## src/rtl/intc_pkg.sv

```systemverilog
`timescale 1ns/1ps
package intc_pkg;

    typedef enum logic [0:0] {
        ARB_IDLE   = 1'b0,
        ARB_ASSERT = 1'b1
    } arb_state_t;

    localparam int BUS_W = 32;

endpackage

```

## src/rtl/intc_cfg_regs.sv

```systemverilog
`timescale 1ns/1ps
module intc_cfg_regs
    import intc_pkg::*;
#(
    parameter int          NSRC        = 52,
    parameter int          PRIO_W      = 3,
    parameter logic [31:0] ENABLE_BASE = 32'h0C00_2000,
    parameter logic [31:0] THRESH_BASE = 32'h0C20_0000
) (
    input  logic                clk,
    input  logic                rst_n,
    input  logic                wr_en,
    input  logic [BUS_W-1:0]    addr,
    input  logic [BUS_W-1:0]    wdata,
    output logic [NSRC:1]       en_o,
    output logic [PRIO_W-1:0]   thresh_o,
    output logic [BUS_W-1:0]    cfg_rdata
);

    localparam int NWORDS = (NSRC + BUS_W) / BUS_W;

    logic [NSRC:1]                   en_q;
    logic [PRIO_W-1:0]               thresh_q;
    logic [NWORDS-1:0][BUS_W-1:0]    word_view;
    logic                            thresh_hit;

    assign thresh_hit = (addr == THRESH_BASE);

    for (genvar w = 0; w < NWORDS; w++) begin : g_word
        for (genvar b = 0; b < BUS_W; b++) begin : g_bit
            localparam int S = w * BUS_W + b;
            if (S >= 1 && S <= NSRC) begin : g_live
                always_ff @(posedge clk) begin
                    if (!rst_n)
                        en_q[S] <= 1'b0;
                    else if (wr_en && addr == ENABLE_BASE + 32'(w * 4))
                        en_q[S] <= wdata[b];
                end
                assign word_view[w][b] = en_q[S];
            end else begin : g_dead
                assign word_view[w][b] = 1'b0;
            end
        end
    end

    always_ff @(posedge clk) begin
        if (!rst_n)
            thresh_q <= '0;
        else if (wr_en && thresh_hit)
            thresh_q <= wdata[PRIO_W-1:0];
    end

    always_comb begin
        cfg_rdata = '0;
        for (int w = 0; w < NWORDS; w++) begin
            if (addr == ENABLE_BASE + 32'(w * 4))
                cfg_rdata = word_view[w];
        end
        if (thresh_hit)
            cfg_rdata = {{(BUS_W-PRIO_W){1'b0}}, thresh_q};
    end

    assign en_o     = en_q;
    assign thresh_o = thresh_q;

    AST_THRESH_WRITE: assert property (@(posedge clk) disable iff (!rst_n)
        (wr_en && thresh_hit) |=> thresh_q == $past(wdata[PRIO_W-1:0]));
    AST_THRESH_HOLD: assert property (@(posedge clk) disable iff (!rst_n)
        !(wr_en && thresh_hit) |=> $stable(thresh_q));

endmodule

```

## src/rtl/intc_pick.sv

```systemverilog
`timescale 1ns/1ps
module intc_pick #(
    parameter int NSRC   = 52,
    parameter int PRIO_W = 3,
    parameter int ID_W   = 6
) (
    input  logic [NSRC:1]          pend_i,
    input  logic [NSRC:1]          en_i,
    input  logic [NSRC:1]          insvc_i,
    input  logic [NSRC*PRIO_W-1:0] prio_i,
    input  logic [PRIO_W-1:0]      thresh_i,
    output logic [ID_W-1:0]        win_id,
    output logic                   win_valid
);

    logic [NSRC:1]     elig;
    logic [PRIO_W-1:0] best_prio;
    logic [PRIO_W-1:0] cur_prio;

    assign elig = pend_i & en_i & ~insvc_i;

    // Scan from the highest ID downward; ">=" lets a lower ID take a tie.
    always_comb begin
        win_id    = '0;
        win_valid = 1'b0;
        best_prio = '0;
        cur_prio  = '0;
        for (int s = NSRC; s >= 1; s--) begin
            cur_prio = prio_i[(s-1)*PRIO_W +: PRIO_W];
            if (elig[s] && cur_prio > thresh_i &&
                (!win_valid || cur_prio >= best_prio)) begin
                win_valid = 1'b1;
                best_prio = cur_prio;
                win_id    = ID_W'(s);
            end
        end
    end

endmodule

```

## src/rtl/intc_service.sv

```systemverilog
`timescale 1ns/1ps
module intc_service
    import intc_pkg::*;
#(
    parameter int NSRC = 52,
    parameter int ID_W = 6
) (
    input  logic             clk,
    input  logic             rst_n,
    input  logic             claim_rd,
    input  logic             done_wr,
    input  logic [BUS_W-1:0] wdata,
    input  logic [ID_W-1:0]  win_id,
    input  logic             win_valid,
    output logic [NSRC:1]    insvc_o,
    output logic             irq_o
);

    arb_state_t     state_q;
    arb_state_t     state_d;
    logic [NSRC:1]  insvc_q;
    logic [NSRC:1]  win_dec;
    logic [NSRC:1]  done_dec;

    for (genvar s = 1; s <= NSRC; s++) begin : g_src
        assign win_dec[s]  = (win_id == ID_W'(s));
        assign done_dec[s] = (wdata == 32'(s));

        always_ff @(posedge clk) begin
            if (!rst_n)
                insvc_q[s] <= 1'b0;
            else if (claim_rd && win_valid && win_dec[s])
                insvc_q[s] <= 1'b1;
            else if (done_wr && done_dec[s])
                insvc_q[s] <= 1'b0;
        end
    end

    always_ff @(posedge clk) begin
        if (!rst_n)
            state_q <= ARB_IDLE;
        else
            state_q <= state_d;
    end

    always_comb begin
        state_d = state_q;
        unique case (state_q)
            ARB_IDLE:   if (win_valid)  state_d = ARB_ASSERT;
            ARB_ASSERT: if (!win_valid) state_d = ARB_IDLE;
            default:    state_d = ARB_IDLE;
        endcase
    end

    always_comb begin
        irq_o = (state_q == ARB_ASSERT);
    end

    assign insvc_o = insvc_q;

    AST_WINNER_FREE: assert property (@(posedge clk) disable iff (!rst_n)
        win_valid |-> (win_dec & insvc_q) == '0);
    AST_CLAIM_MARKS: assert property (@(posedge clk) disable iff (!rst_n)
        (claim_rd && win_valid && !done_wr) |=>
            $countones(insvc_q) == $past($countones(insvc_q)) + 1);
    AST_STRAY_DONE: assert property (@(posedge clk) disable iff (!rst_n)
        (done_wr && !claim_rd && (done_dec & insvc_q) == '0) |=> $stable(insvc_q));

endmodule

```

## src/rtl/intc_target_arbiter.sv

```systemverilog
`timescale 1ns/1ps
module intc_target_arbiter
    import intc_pkg::*;
#(
    parameter int          NSRC        = 52,
    parameter int          PRIO_W      = 3,
    parameter logic [31:0] ENABLE_BASE = 32'h0C00_2000,
    parameter logic [31:0] THRESH_BASE = 32'h0C20_0000,
    parameter logic [31:0] CLAIM_BASE  = 32'h0C20_0004
) (
    input  logic                   clk,
    input  logic                   rst_n,
    input  logic [NSRC:1]          pend_i,
    input  logic [NSRC*PRIO_W-1:0] prio_i,
    input  logic                   bus_wr,
    input  logic                   bus_rd,
    input  logic [31:0]            bus_addr,
    input  logic [31:0]            bus_wdata,
    output logic [31:0]            bus_rdata,
    output logic                   irq_o
);

    localparam int ID_W    = $clog2(NSRC + 1);
    localparam int NWORDS  = (NSRC + BUS_W) / BUS_W;
    localparam int LAST_W  = NWORDS - 1;
    localparam int USED_HI = NSRC + 1 - BUS_W * LAST_W;

    logic [NSRC:1]      en;
    logic [NSRC:1]      insvc;
    logic [PRIO_W-1:0]  thresh;
    logic [BUS_W-1:0]   cfg_rdata;
    logic [ID_W-1:0]    win_id;
    logic               win_valid;
    logic               claim_hit;
    logic [BUS_W-1:0]   rdata_q;

    assign claim_hit = (bus_addr == CLAIM_BASE);

    intc_cfg_regs #(
        .NSRC        (NSRC),
        .PRIO_W      (PRIO_W),
        .ENABLE_BASE (ENABLE_BASE),
        .THRESH_BASE (THRESH_BASE)
    ) u_cfg (
        .clk       (clk),
        .rst_n     (rst_n),
        .wr_en     (bus_wr),
        .addr      (bus_addr),
        .wdata     (bus_wdata),
        .en_o      (en),
        .thresh_o  (thresh),
        .cfg_rdata (cfg_rdata)
    );

    intc_pick #(
        .NSRC   (NSRC),
        .PRIO_W (PRIO_W),
        .ID_W   (ID_W)
    ) u_pick (
        .pend_i    (pend_i),
        .en_i      (en),
        .insvc_i   (insvc),
        .prio_i    (prio_i),
        .thresh_i  (thresh),
        .win_id    (win_id),
        .win_valid (win_valid)
    );

    intc_service #(
        .NSRC (NSRC),
        .ID_W (ID_W)
    ) u_svc (
        .clk       (clk),
        .rst_n     (rst_n),
        .claim_rd  (bus_rd && claim_hit),
        .done_wr   (bus_wr && claim_hit),
        .wdata     (bus_wdata),
        .win_id    (win_id),
        .win_valid (win_valid),
        .insvc_o   (insvc),
        .irq_o     (irq_o)
    );

    always_ff @(posedge clk) begin
        if (!rst_n)
            rdata_q <= '0;
        else if (bus_rd)
            rdata_q <= claim_hit ? {{(BUS_W-ID_W){1'b0}}, win_id} : cfg_rdata;
    end

    assign bus_rdata = rdata_q;

    AST_MAX_THRESH_SILENT: assert property (@(posedge clk) disable iff (!rst_n)
        (thresh == {PRIO_W{1'b1}}) |-> !win_valid);
    AST_EMPTY_CLAIM: assert property (@(posedge clk) disable iff (!rst_n)
        (bus_rd && claim_hit && !win_valid) |=> bus_rdata == '0);
    AST_RESERVED_ZERO: assert property (@(posedge clk) disable iff (!rst_n)
        (bus_rd && bus_addr == ENABLE_BASE + 32'(LAST_W * 4)) |=>
            (bus_rdata >> USED_HI) == '0);
    AST_SOURCE0_ZERO: assert property (@(posedge clk) disable iff (!rst_n)
        (bus_rd && bus_addr == ENABLE_BASE) |=> !bus_rdata[0]);

endmodule

```

## config.mk

```make
export PLATFORM = sky130hd
export DESIGN_NAME = intc_target_arbiter
export DESIGN_NICKNAME = d
export VERILOG_FILES = /design/src/rtl/intc_pkg.sv /design/src/rtl/intc_cfg_regs.sv /design/src/rtl/intc_pick.sv /design/src/rtl/intc_service.sv /design/src/rtl/intc_target_arbiter.sv
export SDC_FILE = /design/constraint.sdc
export NUM_CORES = 1
export LEC_CHECK = 0
export BUFFER_PORTS_ARGS = -buffer_cell sky130_fd_sc_hd__buf_2
export CAP_MARGIN = 20
export CORE_ASPECT_RATIO = 1.75
export CORE_UTILIZATION = 45
export CTS_BUF_LIST = sky130_fd_sc_hd__clkbuf_8
export CTS_CLUSTER_SIZE = 14
export DETAILED_ROUTE_END_ITERATION = 16
export GPL_ROUTABILITY_DRIVEN = 0
export GPL_TIMING_DRIVEN = 0
export PLACE_DENSITY = 0.66
export SLEW_MARGIN = 25
export SYNTH_ARGS = -nofsm -noshare
export SYNTH_HDL_FRONTEND = slang
export SYNTH_HIERARCHICAL = 1
export SYNTH_SLANG_ARGS = --single-unit
```

## constraint.sdc

```tcl
create_clock -name clk -period 219.5 [get_ports clk]
set_input_delay 10.975 -clock clk [delete_from_list [all_inputs] [get_ports clk]]
set_output_delay 10.975 -clock clk [all_outputs]
set_load 0.005 [all_outputs]
```

### After elaboration in Yosys (flattened, before gate mapping)

Index checks and enable logic that the tools add are counted.

* $add $sub $neg: 0
* multiply operators: 0
* div/mod/pow operators: 0
* $lt $le $gt $ge: 103
* eq/ne operators: 108
* shift-type cells: 0
* muxes and demuxes: 264
* bitwise operators: 3
* reduce and logical (&&, ||, !) cells: 367

Operators with widths (number)
* == test 32 x 6 -> 1 bit (second input constant): 21
* == test 32 x 5 -> 1 bit (second input constant): 16
* two-way mux 6 bit: 52
* == test 32 x 4 -> 1 bit (second input constant): 8
* logical AND 1 bit: 213
* two-way mux 1 bit: 157
* greater-than comparator 3 bit: 52
* greater-or-equal comparator 3 bit: 51
* two-way mux 3 bit: 51
* == test 32 x 28 -> 1 bit (second input constant): 4
* == test 32 x 3 -> 1 bit (second input constant): 4
* two-way mux 32 bit: 4
* == test 6 bit (second input constant): 21
* AND 52 bit: 2
* nonzero test 2 bit: 52
* == test 6 x 5 -> 1 bit (second input constant): 16
* == test 32 x 2 -> 1 bit (second input constant): 2
* inverter 52 bit: 1
* zero test 1 bit: 51
* logical OR 1 bit: 51
* == test 6 x 4 -> 1 bit (second input constant): 8
* == test 32 x 1 -> 1 bit (second input constant): 1
* == test 6 x 3 -> 1 bit (second input constant): 4
* == test 6 x 2 -> 1 bit (second input constant): 2
* == test 6 x 1 -> 1 bit (second input constant): 1

* register bits after elaboration: 140
* latch bits: 0
* bits in writable memories: 0
* ROM bits: 0
* output and inout bits: 33
* memories: 0

### Logic depth before layout (Yosys ltp)

* word-level depth: 211
* gate-level depth with buffers: 401
* mapped depth without buffers: 394

### Cells and area by module

Netlist, hierarchy kept.

By module, submodules not included
* intc_pick: instances 1, cells each 1763, area an instance 12319.3 µm², seq. area each 0.0 µm²
* intc_service: instances 1, cells each 310, area an instance 2866.5 µm², seq. area each 1061.0 µm²
* intc_cfg_regs: instances 1, cells each 301, area an instance 2668.8 µm², seq. area each 1101.1 µm²
* intc_target_arbiter: instances 1, cells each 166, area an instance 1536.5 µm², seq. area each 640.6 µm²

### Least setup slack after synthesis

Ideal clock, no wire load.

* kind: in2reg
* start point: input port prio_i[155]
* end point: register u_svc.insvc_q (netlist bit u_svc/insvc_o[8])
* arrival: 79701 ps
* data required time: 219381 ps
* path slack: 139681 ps
* stages: 376
* path buffers: 8
* cells stage by stage: ha_1 -> a31oi_2 -> nand2_1 -> nor2_1 -> ha_1 -> nand2b_1 -> a21oi_1 -> o2111ai_1 -> and3_1 -> a21oi_1 -> inv_1 -> ha_1 -> nand2b_1 -> a21o_1 -> a21oi_1 -> a21o_1 -> nor2_1 -> a21oi_1 -> [340 not listed] -> nand2b_1 -> a21oi_1 -> nor2b_1 -> o31a_1 -> clkbuf_1 -> a221oi_1 -> ha_1 -> nand2b_1 -> a21oi_1 -> nor2b_1 -> o31ai_1 -> nor4b_2 -> and3_1 -> or3_1 -> clkbuf_1 -> clkbuf_1 -> nor2_1 -> o221a_2

* word-level cells in the longest chain between the ends: 210
* elaborated cells between the ends (all ways): 366

RTL lines
* start: declaration: RTL line intc_target_arbiter.sv:14 `input logic [NSRC*PRIO_W-1:0] prio_i,`
* greater-than comparator 3 bit: RTL line intc_pick.sv:30 `if (elig[s] && cur_prio > thresh_i &&`
* logical AND 1 bit: RTL line intc_pick.sv:30
* two-way mux 3 bit or two-way mux 1 bit (tied branches): RTL line intc_pick.sv:30
* greater-or-equal comparator 3 bit or zero test 1 bit (tied branches): RTL line intc_pick.sv:31 `(!win_valid || cur_prio >= best_prio)) begin`
* logical OR 1 bit: RTL line intc_pick.sv:31
* logical AND 1 bit: RTL line intc_pick.sv:30
* two-way mux 3 bit or two-way mux 1 bit (tied branches): RTL line intc_pick.sv:30
* greater-or-equal comparator 3 bit or zero test 1 bit (tied branches): RTL line intc_pick.sv:31
* [195 not listed]
* greater-or-equal comparator 3 bit or zero test 1 bit (tied branches): RTL line intc_pick.sv:31
* logical OR 1 bit: RTL line intc_pick.sv:31
* logical AND 1 bit: RTL line intc_pick.sv:30
* two-way mux 6 bit (*): RTL line intc_pick.sv:30
* net win_id[5]: RTL line intc_target_arbiter.sv:32 `logic [ID_W-1:0] win_id;`
* == test 6 x 4 -> 1 bit (*): RTL line intc_service.sv:26 `assign win_dec[s] = (win_id == ID_W'(s));`
* logical AND 1 bit (*): RTL line intc_service.sv:32 `else if (claim_rd && win_valid && win_dec[s])`
* two-way mux 1 bit or nonzero test 2 bit (tied branches)
* end signal: indexed assignment: RTL line intc_service.sv:31 `insvc_q[s] <= 1'b0;`
* end signal: indexed assignment: RTL line intc_service.sv:33 `insvc_q[s] <= 1'b1;`
* end signal: indexed assignment: RTL line intc_service.sv:35 `insvc_q[s] <= 1'b0;`
* end: declaration: RTL line intc_service.sv:21 `logic [NSRC:1] insvc_q;`

The timed path passes the listed nets; every way through them passes the cells marked *.
A chain may end at the register's enable or synchronous reset.

### Worst setup path after layout

* start point: input port prio_i[155]
* end point: register u_svc.insvc_q (netlist bit u_svc/insvc_o[43])

* word-level cells in the longest chain between the ends: 210
* elaborated cells between the ends (all ways): 366

RTL lines (RTL line)
* greater-than comparator 3 bit: intc_pick.sv:30
* logical AND 1 bit: intc_pick.sv:30
* two-way mux 3 bit or two-way mux 1 bit (tied branches): intc_pick.sv:30
* greater-or-equal comparator 3 bit or zero test 1 bit (tied branches): intc_pick.sv:31
* logical OR 1 bit: intc_pick.sv:31
* logical AND 1 bit: intc_pick.sv:30
* two-way mux 3 bit or two-way mux 1 bit (tied branches): intc_pick.sv:30
* greater-or-equal comparator 3 bit or zero test 1 bit (tied branches): intc_pick.sv:31
* [195 not listed]
* greater-or-equal comparator 3 bit or zero test 1 bit (tied branches): intc_pick.sv:31
* logical OR 1 bit: intc_pick.sv:31
* logical AND 1 bit: intc_pick.sv:30
* two-way mux 6 bit (*): intc_pick.sv:30
* net win_id[3]: intc_target_arbiter.sv:32
* == test 6 bit (*): intc_service.sv:26
* logical AND 1 bit (*): intc_service.sv:32
* two-way mux 1 bit or nonzero test 2 bit (tied branches)

Marked as above.

==> metrics <==
Crit. End Element=register; Hold Crit Class=register to register; clk root buf=clkbuf_8; Static Leak=0.00953 uW; vias in the first global route=between 20000 and 25000; synth top area cells=ha_1 17%, dfxtp_1 14%, nand2_1 5.3%; top_reg_cell synth=dfxtp_1; Mapped Nets=3082; Max-cap violations=0; fmax=approximately 11 MHz; Starting Density=0.456; Final period util=0.431; First DRT Iteration DRCs=about 1600; global-route wire length before repair=about 120000 um; CP Data Arrival Time=between 90 and 100 ns; HPWL Detailed=64100 um; gr ovfl total=0; Worst VDD drop=between 0.000003 and 0.000004 V; RSZ-0062 raised after global routing=no; clock buffer depth=2; clk sinks=140; area occupied by multi-input gates=15600 um^2; Port Buffer Count=roughly 300; Crit-path slowest cell=o31ai_1; synth-to-layout area growth=14.7%; post-synth top area cell=ha_1; worst skew pair latency=between 0.4 and 0.5 ns; most frequent cell after synthesis=nand2_1; classification of the worst setup path=input port to register; Final Hold Viols=0; drt pass-1 iters=7; layout net count=around 3400; Fillers=4231; worst reg2reg startpoint=u_cfg/thresh_o[1]; CTS tree=done; CP max stage delay=0.92 ns; worst path required time=219.92 ns; r2r setup slk=~130 ns; Tmin final=94.67 ns; die span in x=between 150 and 200 um; layout cell share with drive strength beyond 1=0.178; cell count after synthesis=approximately 2500; total of warnings raised by yosys=6; core area=42500 um^2; Tot Pwr=63.1 uW; Worst Setup EP=u_svc/insvc_o[43]; Post-CTS Setup Inserts=0; initial antenna violation count=16; worst path bufs/invs=22; Startpoint Class=input port; CP Max Fanout=9; GRT Total Usage=0.339; Detail Route Antenna Nets=0; I/O pins=roughly 300; largest net degree at the start of global routing=40; Mapped Area=19400 um^2; pwr dens=2.84 nW/um^2; Clock transition at path regs=~0.08 ns; RR Endpoint=u_svc/insvc_o[43]; Seq. cell area=2810 um^2; FF+latch count, synth=140; part of the Yosys area used for sequential elements=0.145; Slew @ Worst Pin=between 1 and 1.5 ns; Post-synth EDFFs=0; DR vias=approximately 22000; Slew HR=0.275; Synth top area share=0.172; Post-Route WL=77300 um; drt drc=0; Fin Clk Skew=0.0108 ns; Avg WL per Cell=between 20 and 25 um; vias per cell=roughly 6.4; status=complete, no violations; fin. max-slew vios=0; post-route cell area=approximately 22000 um^2; post-synth cell types=120; Hold Crit Start=bus_rdata[22]; Post-DP Area=approximately 22000 um^2; # rows=100; Setup crit start=prio_i[155]; cts hold-fix bufs=0; Syn Area/Cell=around 7.6 um^2; leading cell types by count after synthesis=275 x nand2_1, 266 x ha_1, 183 x nor2_1; post_cts resized=0; most frequent CP cell=ha_1; H-tree depth=4; Setup-failing EPs final=0; setup tns final=0 ns; die height=277 um; Num CTS Buffers=17; full die area=about 44000 um^2; Top delay family on crit path=compound AO/OA/AOI/OAI gates; R2R depth=approximately 380; critical path depth=380; Async SR Flop Fraction=0
logic make-up after synthesis:
family / Yosys count / synth area share
AND/OR/NAND/NOR: 987 / 0.272
buffers and inverters: 249 / 0.0520
AO/OA/AOI/OAI: 797 / 0.306
adder cells (fa/ha/maj): 268 / 0.173
multiplexers: 99 / 0.0527
flip-flops: 140 / 0.145
placed cells by master, fill, tap and decap left out, types with 17 or more instances in the layout:
cell type,netlist,final
o21a_1,38,38
a21boi_0,34,34
and2_1,36,36
nor2b_1,61,61
a21o_1,53,53
o21ai_1,30,30
a31oi_1,32,32
dfxtp_1,140,139
clkbuf_8,0,19
nor2_1,183,183
nand2b_1,85,85
ha_1,266,266
nand3_1,71,71
o221a_2,26,26
buf_2,8,315
o21bai_1,17,17
mux2i_1,84,84
and3_1,47,47
o311a_1,22,22
nor3_1,30,30
nand2_1,275,275
o21ai_0,129,129
a311oi_1,29,29
o31ai_1,21,21
inv_1,172,171
clkbuf_1,55,55
o211ai_1,56,56
or2_2,22,22
nand4_1,22,22
a21oi_1,125,125
nor4_1,46,42
flip-flops by register name, indices dropped and copies added, names as in the netlist:
name            count
bus_rdata          32
u_cfg/thresh_o      3
u_svc/insvc_o      52
u_svc/irq_o         1
u_cfg/en_o         52
per-stage QoR:
step | utilization | hold slack [ns] | setup WS [ns] | cells
after global placement | 0.508 | 0.459 | 128.08 | 3408
final | 0.523 | 0.480 | 124.83 | 3453
after global routing | 0.523 | 0.496 | 119.36 | 3448
after floorplan | - | 0.443 | 139.68 | 2540
after detailed placement | 0.511 | 0.468 | 126.72 | 3411
after CTS | 0.522 | 0.483 | 126.97 | 3443
cell type report:
| type | instances | share of cell area |
|---|---|---|
| Sequential cell | 140 | 0.126 |
| Clock buffer | 19 | 0.0118 |
| Inverter | 172 | 0.0292 |
| Tap cell | 561 | 0.0316 |
| Clock inverter | 13 | 0.00990 |
| Antenna cell | 10 | 0.00112 |
| Timing Repair Buffer | 310 | 0.0724 |
| Multi-Input combinational cell | 2151 | 0.702 |
| Buffer | 77 | 0.0163 |
routing by layer:
| metal | vias to the layer above | track usage | share of wire |
|---|---|---|---|
| li1 | 10300 | - | - |
| met1 | 10300 | 0.332 | 0.34 |
| met5 | - | 0 | 0.0018 |
| met4 | 22 | 0.290 | 0.092 |
| met2 | 1005 | 0.619 | 0.50 |
| met3 | 366 | 0.0541 | 0.064 |
worst min-delay path by stage:
stage,end,slack (ns),cells after the start
after detailed placement,bus_rdata[18],0.47,2
after global placement,u_cfg/en_o[47],0.46,2
after CTS,bus_rdata[22],0.48,2
after global routing,bus_rdata[23],0.50,2
after floorplan,u_cfg/en_o[25],0.44,2
final,bus_rdata[22],0.48,2
worst min-delay path, delay by kind of cell, from the launching register on:
| kind | cells | cell delay, ns |
|---|---|---|
| compound gates | 1 | 0.07 |
| flops | 1 | 0.31 |
| simple gates | 1 | 0.06 |
power by group:
group,switching (uW),leakage [uW],internal (uW)
combinational,7.27,0.00815,5.09
clock,10.1,0.000247,15.2
sequential,0.0408,0.00113,25.4
Note: power is estimated with default switching activity, not from simulation.
